<file path="src/rtl/xp_pkg.sv">
package xp_pkg;
    localparam int PORT_W = 8;
    localparam int ADDR_W = 2;

    typedef enum logic [ADDR_W-1:0] {
        SEL_SAMPLE = 2'd0,
        SEL_DRIVE  = 2'd1,
        SEL_INVERT = 2'd2,
        SEL_DIR    = 2'd3
    } xp_sel_e;

    function automatic logic [PORT_W-1:0] xp_read_mux(
        input xp_sel_e           sel,
        input logic [PORT_W-1:0] live,
        input logic [PORT_W-1:0] drive,
        input logic [PORT_W-1:0] invert,
        input logic [PORT_W-1:0] dir
    );
        case (sel)
            SEL_SAMPLE: return live ^ invert;
            SEL_DRIVE:  return drive;
            SEL_INVERT: return invert;
            default:    return dir;
        endcase
    endfunction
endpackage

</file>
<file path="src/rtl/xp_sync.sv">
module xp_sync #(
    parameter int W = xp_pkg::PORT_W
) (
    input  logic         clk,
    input  logic [W-1:0] d,
    output logic [W-1:0] q
);
    logic [W-1:0] meta_q;

    always_ff @(posedge clk) begin
        meta_q <= d;
        q      <= meta_q;
    end
endmodule

</file>
<file path="src/rtl/xp_regs.sv">
module xp_regs
    import xp_pkg::*;
#(
    parameter int W = PORT_W
) (
    input  logic         clk,
    input  logic         rst,
    input  xp_sel_e      sel,
    input  logic         wr,
    input  logic [W-1:0] wdata,
    input  logic         rd,
    input  logic [W-1:0] live,
    output logic [W-1:0] drive_q,
    output logic [W-1:0] invert_q,
    output logic [W-1:0] dir_q,
    output logic [W-1:0] sample_q,
    output logic [W-1:0] rdata_q
);
    always_ff @(posedge clk) begin
        if (rst) begin
            drive_q  <= '1;
            invert_q <= '0;
            dir_q    <= '1;
            sample_q <= live;
            rdata_q  <= '0;
        end else begin
            if (wr) begin
                case (sel)
                    SEL_DRIVE:  drive_q  <= wdata;
                    SEL_INVERT: invert_q <= wdata;
                    SEL_DIR:    dir_q    <= wdata;
                    default: ;
                endcase
            end
            if (rd) begin
                rdata_q <= xp_read_mux(sel, live, drive_q, invert_q, dir_q);
                if (sel == SEL_SAMPLE) begin
                    sample_q <= live;
                end
            end
        end
    end
endmodule

</file>
<file path="src/rtl/xp_irq.sv">
module xp_irq #(
    parameter int W = xp_pkg::PORT_W
) (
    input  logic         rst,
    input  logic [W-1:0] live,
    input  logic [W-1:0] sample,
    input  logic [W-1:0] dir,
    output logic         irq
);
    logic [W-1:0] diff;

    always_comb begin
        diff = (live ^ sample) & dir;
        irq  = !rst && (|diff);
    end
endmodule

</file>
<file path="src/rtl/xp_port.sv">
module xp_port
    import xp_pkg::*;
#(
    parameter int W = PORT_W
) (
    input  logic              clk,
    input  logic              rst,
    input  logic [ADDR_W-1:0] bus_addr,
    input  logic              bus_wr,
    input  logic [W-1:0]      bus_wdata,
    input  logic              bus_rd,
    output logic [W-1:0]      bus_rdata,
    input  logic [W-1:0]      pin_in,
    output logic [W-1:0]      pin_out,
    output logic [W-1:0]      pin_oe,
    output logic              irq_od_en
);
    logic [W-1:0] live;
    logic [W-1:0] drive_q;
    logic [W-1:0] invert_q;
    logic [W-1:0] dir_q;
    logic [W-1:0] sample_q;
    xp_sel_e      sel;

    assign sel = xp_sel_e'(bus_addr);

    xp_sync #(.W(W)) u_sync (
        .clk (clk),
        .d   (pin_in),
        .q   (live)
    );

    xp_regs #(.W(W)) u_regs (
        .clk      (clk),
        .rst      (rst),
        .sel      (sel),
        .wr       (bus_wr),
        .wdata    (bus_wdata),
        .rd       (bus_rd),
        .live     (live),
        .drive_q  (drive_q),
        .invert_q (invert_q),
        .dir_q    (dir_q),
        .sample_q (sample_q),
        .rdata_q  (bus_rdata)
    );

    xp_irq #(.W(W)) u_irq (
        .rst    (rst),
        .live   (live),
        .sample (sample_q),
        .dir    (dir_q),
        .irq    (irq_od_en)
    );

    assign pin_oe  = ~dir_q;
    assign pin_out = drive_q & ~dir_q;
endmodule

</file>
<file path="config.mk">
export PLATFORM = sky130hd
export DESIGN_NAME = xp_port
export DESIGN_NICKNAME = d
export VERILOG_FILES = /design/src/rtl/xp_pkg.sv /design/src/rtl/xp_sync.sv /design/src/rtl/xp_regs.sv /design/src/rtl/xp_irq.sv /design/src/rtl/xp_port.sv
export SDC_FILE = /design/constraint.sdc
export NUM_CORES = 1
export LEC_CHECK = 0
export BUFFER_PORTS_ARGS = -buffer_cell sky130_fd_sc_hd__buf_2
export CAP_MARGIN = 20
export CELL_PAD_IN_SITES_DETAIL_PLACEMENT = 2
export CELL_PAD_IN_SITES_GLOBAL_PLACEMENT = 2
export CORE_UTILIZATION = 35
export DETAILED_ROUTE_END_ITERATION = 8
export GPL_TIMING_DRIVEN = 0
export PLACE_DENSITY = 0.8
export SYNTH_ARGS = -nofsm -noshare
export SYNTH_HDL_FRONTEND = slang
export SYNTH_SLANG_ARGS = --single-unit
</file>
<file path="constraint.sdc">
create_clock -name clk -period 2.02 [get_ports clk]
set_clock_uncertainty 0.2 [all_clocks]
set_input_delay 0.202 -clock clk [delete_from_list [all_inputs] [get_ports clk]]
set_output_delay 0.202 -clock clk [all_outputs]
set_load 0.05 [all_outputs]
</file>
# == Word-level counts from Yosys, hierarchy flattened ==
# Cells that the tools add are included.
# op_classes
bitwise,5
mux,4
eq_ne,3
n_reduce_logical,10
# ops
op,n
8-bit 2-to-1 mux,3
8-bit case mux with 3 select lines,1
8-bit AND,2
8-bit bitwise XOR,2
8-bit NOT,1
2-bit AND reduction,4
8-bit OR reduction,1
"2-bit equality test, second input constant",2
2-bit nonzero test,2
"2-bit by 1-bit equality test with 1-bit output, second input constant",1
2-bit logical NOT,1
1-bit logical AND,1
1-bit logical NOT,1
# word_totals
wordCells,29
regBits,56
output_inout_bits,25
input_bits,22

# == Depth between registers and ports, before layout ==
# logic_depth
ltp_word,4
depth_mapped,6
ltp_nobuf,4

# == By module ==
# Synthesis repeated with hierarchy kept, for this count alone.
# hier_totals
cells_unflattened,223
hier_area_um2,2309.7
# modules_own_cells
mod,cells_per_inst,instances,area_each_um2,seq_area_each_um2
xp_regs,178,1,1800.5,880.8
xp_sync,16,1,320.3,320.3
xp_irq,13,1,108.9,0.0
xp_port,16,1,80.1,0.0

# == Least setup slack after synthesis ==
# No wires, ideal clock.
# synth_path
kind,reg-to-output
from,reg u_regs.dir_q[0]
to,out irq_od_en
path_buffers,0
required_ps,1618
path_stages_with_launch,5
t_arrival_ps,1628
path_slack_ps,-10
path_cell_list,dfxtp_1 > inv_1 > o22ai_1 > a221oi_1 > a21oi_1
# synth_via
elab_chain_cells,3
# synth_rtl
element,line_no,source
"start, declared",xp_regs.sv:15,"output logic [W-1:0] dir_q,"
"start signal, assigned",xp_regs.sv:31,SEL_DIR: dir_q <= wdata;
8-bit AND,xp_irq.sv:13,diff = (live ^ sample) & dir;
8-bit OR reduction,xp_irq.sv:14,irq = !rst && (|diff);
1-bit logical AND,xp_irq.sv:14,
"end, declared",xp_port.sv:16,output logic irq_od_en
# Every way passes these cells.

# == Worst setup path after layout ==
# layout_path
from,reg u_regs.sample_q[6]
to,out irq_od_en
# layout_via
elab_chain_cells,4
# layout_rtl
element,line_no,source
"start, declared",xp_regs.sv:16,"output logic [W-1:0] sample_q,"
"start signal, assigned",xp_regs.sv:24,sample_q <= live;
"start signal, assigned",xp_regs.sv:38,sample_q <= live;
8-bit bitwise XOR,xp_irq.sv:13,
8-bit AND,xp_irq.sv:13,
8-bit OR reduction,xp_irq.sv:14,
1-bit logical AND,xp_irq.sv:14,
# Every way passes these cells.

==> flow_summary.json <==
{
  "synth-warning-count": 0,
  "clk_path_buf_depth": 2,
  "peakVddDrop_uv": 512,
  "period_share_pct": 100,
  "whs_ns": 0.135,
  "crit_arrival_ns": 1.62,
  "ys_types": 26,
  "rsz0062_at_grt": "true",
  "finalNonFillerCells": 362,
  "fin_nets": 308,
  "grt.total_usage_pct": 20.4,
  "gp_congestion": 0.737,
  "grt_max_degree": 18,
  "design_area_sq_mm": 0.00282,
  "end_kind": "primary output",
  "cts_setup_buffers": 0,
  "die_area_sq_mm": 0.00663,
  "fillers": 653,
  "grt_overflow": 0,
  "regToRegSetupSlack_ns": 0.70,
  "cts-buffers-inserted": 5,
  "ant_nets": 0,
  "synth_top_area_cell": "dfxtp_1",
  "ys_ff_latch": 56,
  "clkLatencyLatePin_ns": 0.32,
  "drt-initial-drc-count": 54,
  "grt_pass1_wl_mm": 9.92,
  "seqPwrFrac_pct": 54.6,
  "antenna_found_initial": 0,
  "maxCapViolCount": 0,
  "maxSlewViolCount": 0,
  "core_sq_mm": 0.00599,
  "p_comb_share_pct": 17.5,
  "final_core_util_pct": 47.0,
  "p_leak_nw": 1.30,
  "p_switching_mw": 0.675,
  "dp_hpwl_mm": 4.42,
  "pin_count": 47,
  "worstSetupPathType": "reg -> out",
  "drcViolationCount": 0,
  "cts_sinks": 56,
  "seq_area_frac_synth_pct": 54.4,
  "slew_headroom_pct": 62.4,
  "avgViaCountPerCell": 4.88,
  "report.final.setup_viol": 0,
  "initial_core_util_pct": 36.9,
  "dp_cells": 338,
  "final_common_cell": "dfxtp_1",
  "required_ns": 1.62,
  "synthCells": 219,
  "max_freq_ghz": 0.495,
  "syn_area_sq_mm": 0.00221,
  "crit_chain": "xnor2_2 -> o22ai_2 -> a221oi_2 -> a21oi_2 -> buf_6",
  "critPathMaxStageDelay_ns": 0.43,
  "die_h_microns": 81.5,
  "antenna_cells": 0,
  "outcome": "finished clean",
  "post_drt_wl_per_cell_microns": 17.1,
  "synth_fp_nets": 241,
  "slowest_stage": "edfxtp_1",
  "finalPower_mw": 2.26,
  "place_area_sq_mm": 0.00253,
  "drtPass1Iterations": 4,
  "dr_total_vias": 1767,
  "p_int_mw": 1.59,
  "clkPwrFrac_pct": 27.8,
  "fin_crit_ns": 2.02,
  "crit_fanout": 1,
  "root_buffer": "clkbuf_8",
  "area_delta_synth_final_pct": 27.5,
  "cts_tree": "built",
  "avgSynthCellArea_sq_um": 10.1,
  "hold_viol_final": 0,
  "grt_pass1_vias": 1962,
  "power.density_mw_per_mm2": 803,
  "synth_area_leaders": "dfxtp_1 (43%), edfxtp_1 (11%), mux2i_1 (7.2%)",
  "most-common-layout-cells": "dfxtp_1 (48), buf_2 (46), nand2_1 (25), nor2_1 (17), nand2b_1 (17)",
  "routed_wl_mm": 6.21,
  "row_count": 28,
  "tightest_slew_ns": 0.563,
  "hold_class": "reg -> reg",
  "fp.dieW_microns": 81.5,
  "synth.top_cell.area_share_pct": 43.5,
  "cts.clk_slew.worst_paths_ns": 0.10,
  "port_buffers": 44,
  "htreeDepth": 2,
  "cp-start-kind": "register",
  "p_sw_share_pct": 29.8,
  "drive_gt1_share_pct": 22.6
}
-- sequential cells by signal (all words and copies together), names as in the netlist --
| register | cells |
|---|---|
| u_sync.meta_q | 8 |
| u_regs.sample_q | 8 |
| u_regs.dir_q | 8 |
| u_regs.drive_q | 8 |
| u_regs.invert_q | 8 |
| u_regs.rdata_q | 8 |
| u_sync.q | 8 |
-- worst max-delay path, delay by kind of cell, from the launching register on --
family          cells  cell delay [ns]
flops               1             0.43
compound gates      3             0.49
xor+xnor            1             0.19
buf+inv             1             0.18
-- final cells by class --
cell class | count | area (sq um) | share of cell area, %
well taps | 75 | 93.8 | 3.33
flip-flops and latches | 56 | 1200 | 42.6
inverters | 8 | 30.0 | 1.07
multi-input cells | 141 | 941 | 33.4
plain buffers | 14 | 75.1 | 2.67
repair buffers | 60 | 387 | 13.7
clock inverters | 2 | 16.3 | 0.578
clock buffers | 6 | 72.6 | 2.58
-- path summary, 6_finish.rpt --
path,start,end,cells after the start
worst max-delay path,u_regs.sample_q[6],irq_od_en,5
worst min-delay path,u_sync.meta_q[0],u_sync.q[0],0
worst min register to register,u_sync.meta_q[0],u_sync.q[0],0
worst max register to register,u_sync.q[5],u_regs.rdata_q[5],4
-- synth_stat cells --
library cell  instances
dfxtp_1              48
nand2_1              25
nand2b_1             17
nor2_1               17
mux2i_1              16
xnor2_1              12
o22ai_1              10
nand3b_1              9
a211o_1               8
edfxtp_1              8
inv_1                 8
nor2b_1               8
clkbuf_1              5
o21ai_0               5
xor2_1                4
buf_2                 3
buf_4                 3
o21ai_1               3
a221oi_1              2
buf_1                 2
a21o_1                1
a21oi_1               1
and3_1                1
buf_6                 1
nor2_2                1
or2_1                 1
-- metal layers --
layer	vias to the layer above	track usage [%]	wire length, microns
met1	858	25.7	2810
met3	13	3.22	168
met2	40	34.8	3070
met5	-	0	0
met4	0	7.86	151
li1	856	-	-
-- power by group through the flow --
stage | Combinational, mW | Sequential, mW | Clock (mW)
global route | 0.426 | 1.25 | 0.687
detailed placement | 0.358 | 1.26 | 0
global placement | 0.349 | 1.25 | 0
floorplan | 0.215 | 1.29 | 0
CTS | 0.390 | 1.24 | 0.653
finish | 0.396 | 1.24 | 0.630
-- through the flow --
step	setup TNS, ns	setup WS, ns
2_1_floorplan	0	0.272
3_3_place_gp	0	0.0815
3_5_place_dp	0	0.0426
4_1_cts	0	0.00833
5_1_grt	-0.0498	-0.0498
6_report	0	0.000988
-- cells by family after synthesis --
group           Yosys count  share of synthesized area [%]
mux                      16                           7.25
compound gates           30                           9.17
xor+xnor                 16                           6.34
flops                    56                           54.4
simple gates             79                           18.1
buf+inv                  22                           4.76
-- what timing repair did --
item                       in CTS  in global routing
gates resized for setup         2                  6
setup endpoints to repair       1                  1
pin swaps                       0                  1
hold buffers                   16                  0
hold endpoints to repair       30                  0
Note: power is estimated with default switching activity, not from simulation.
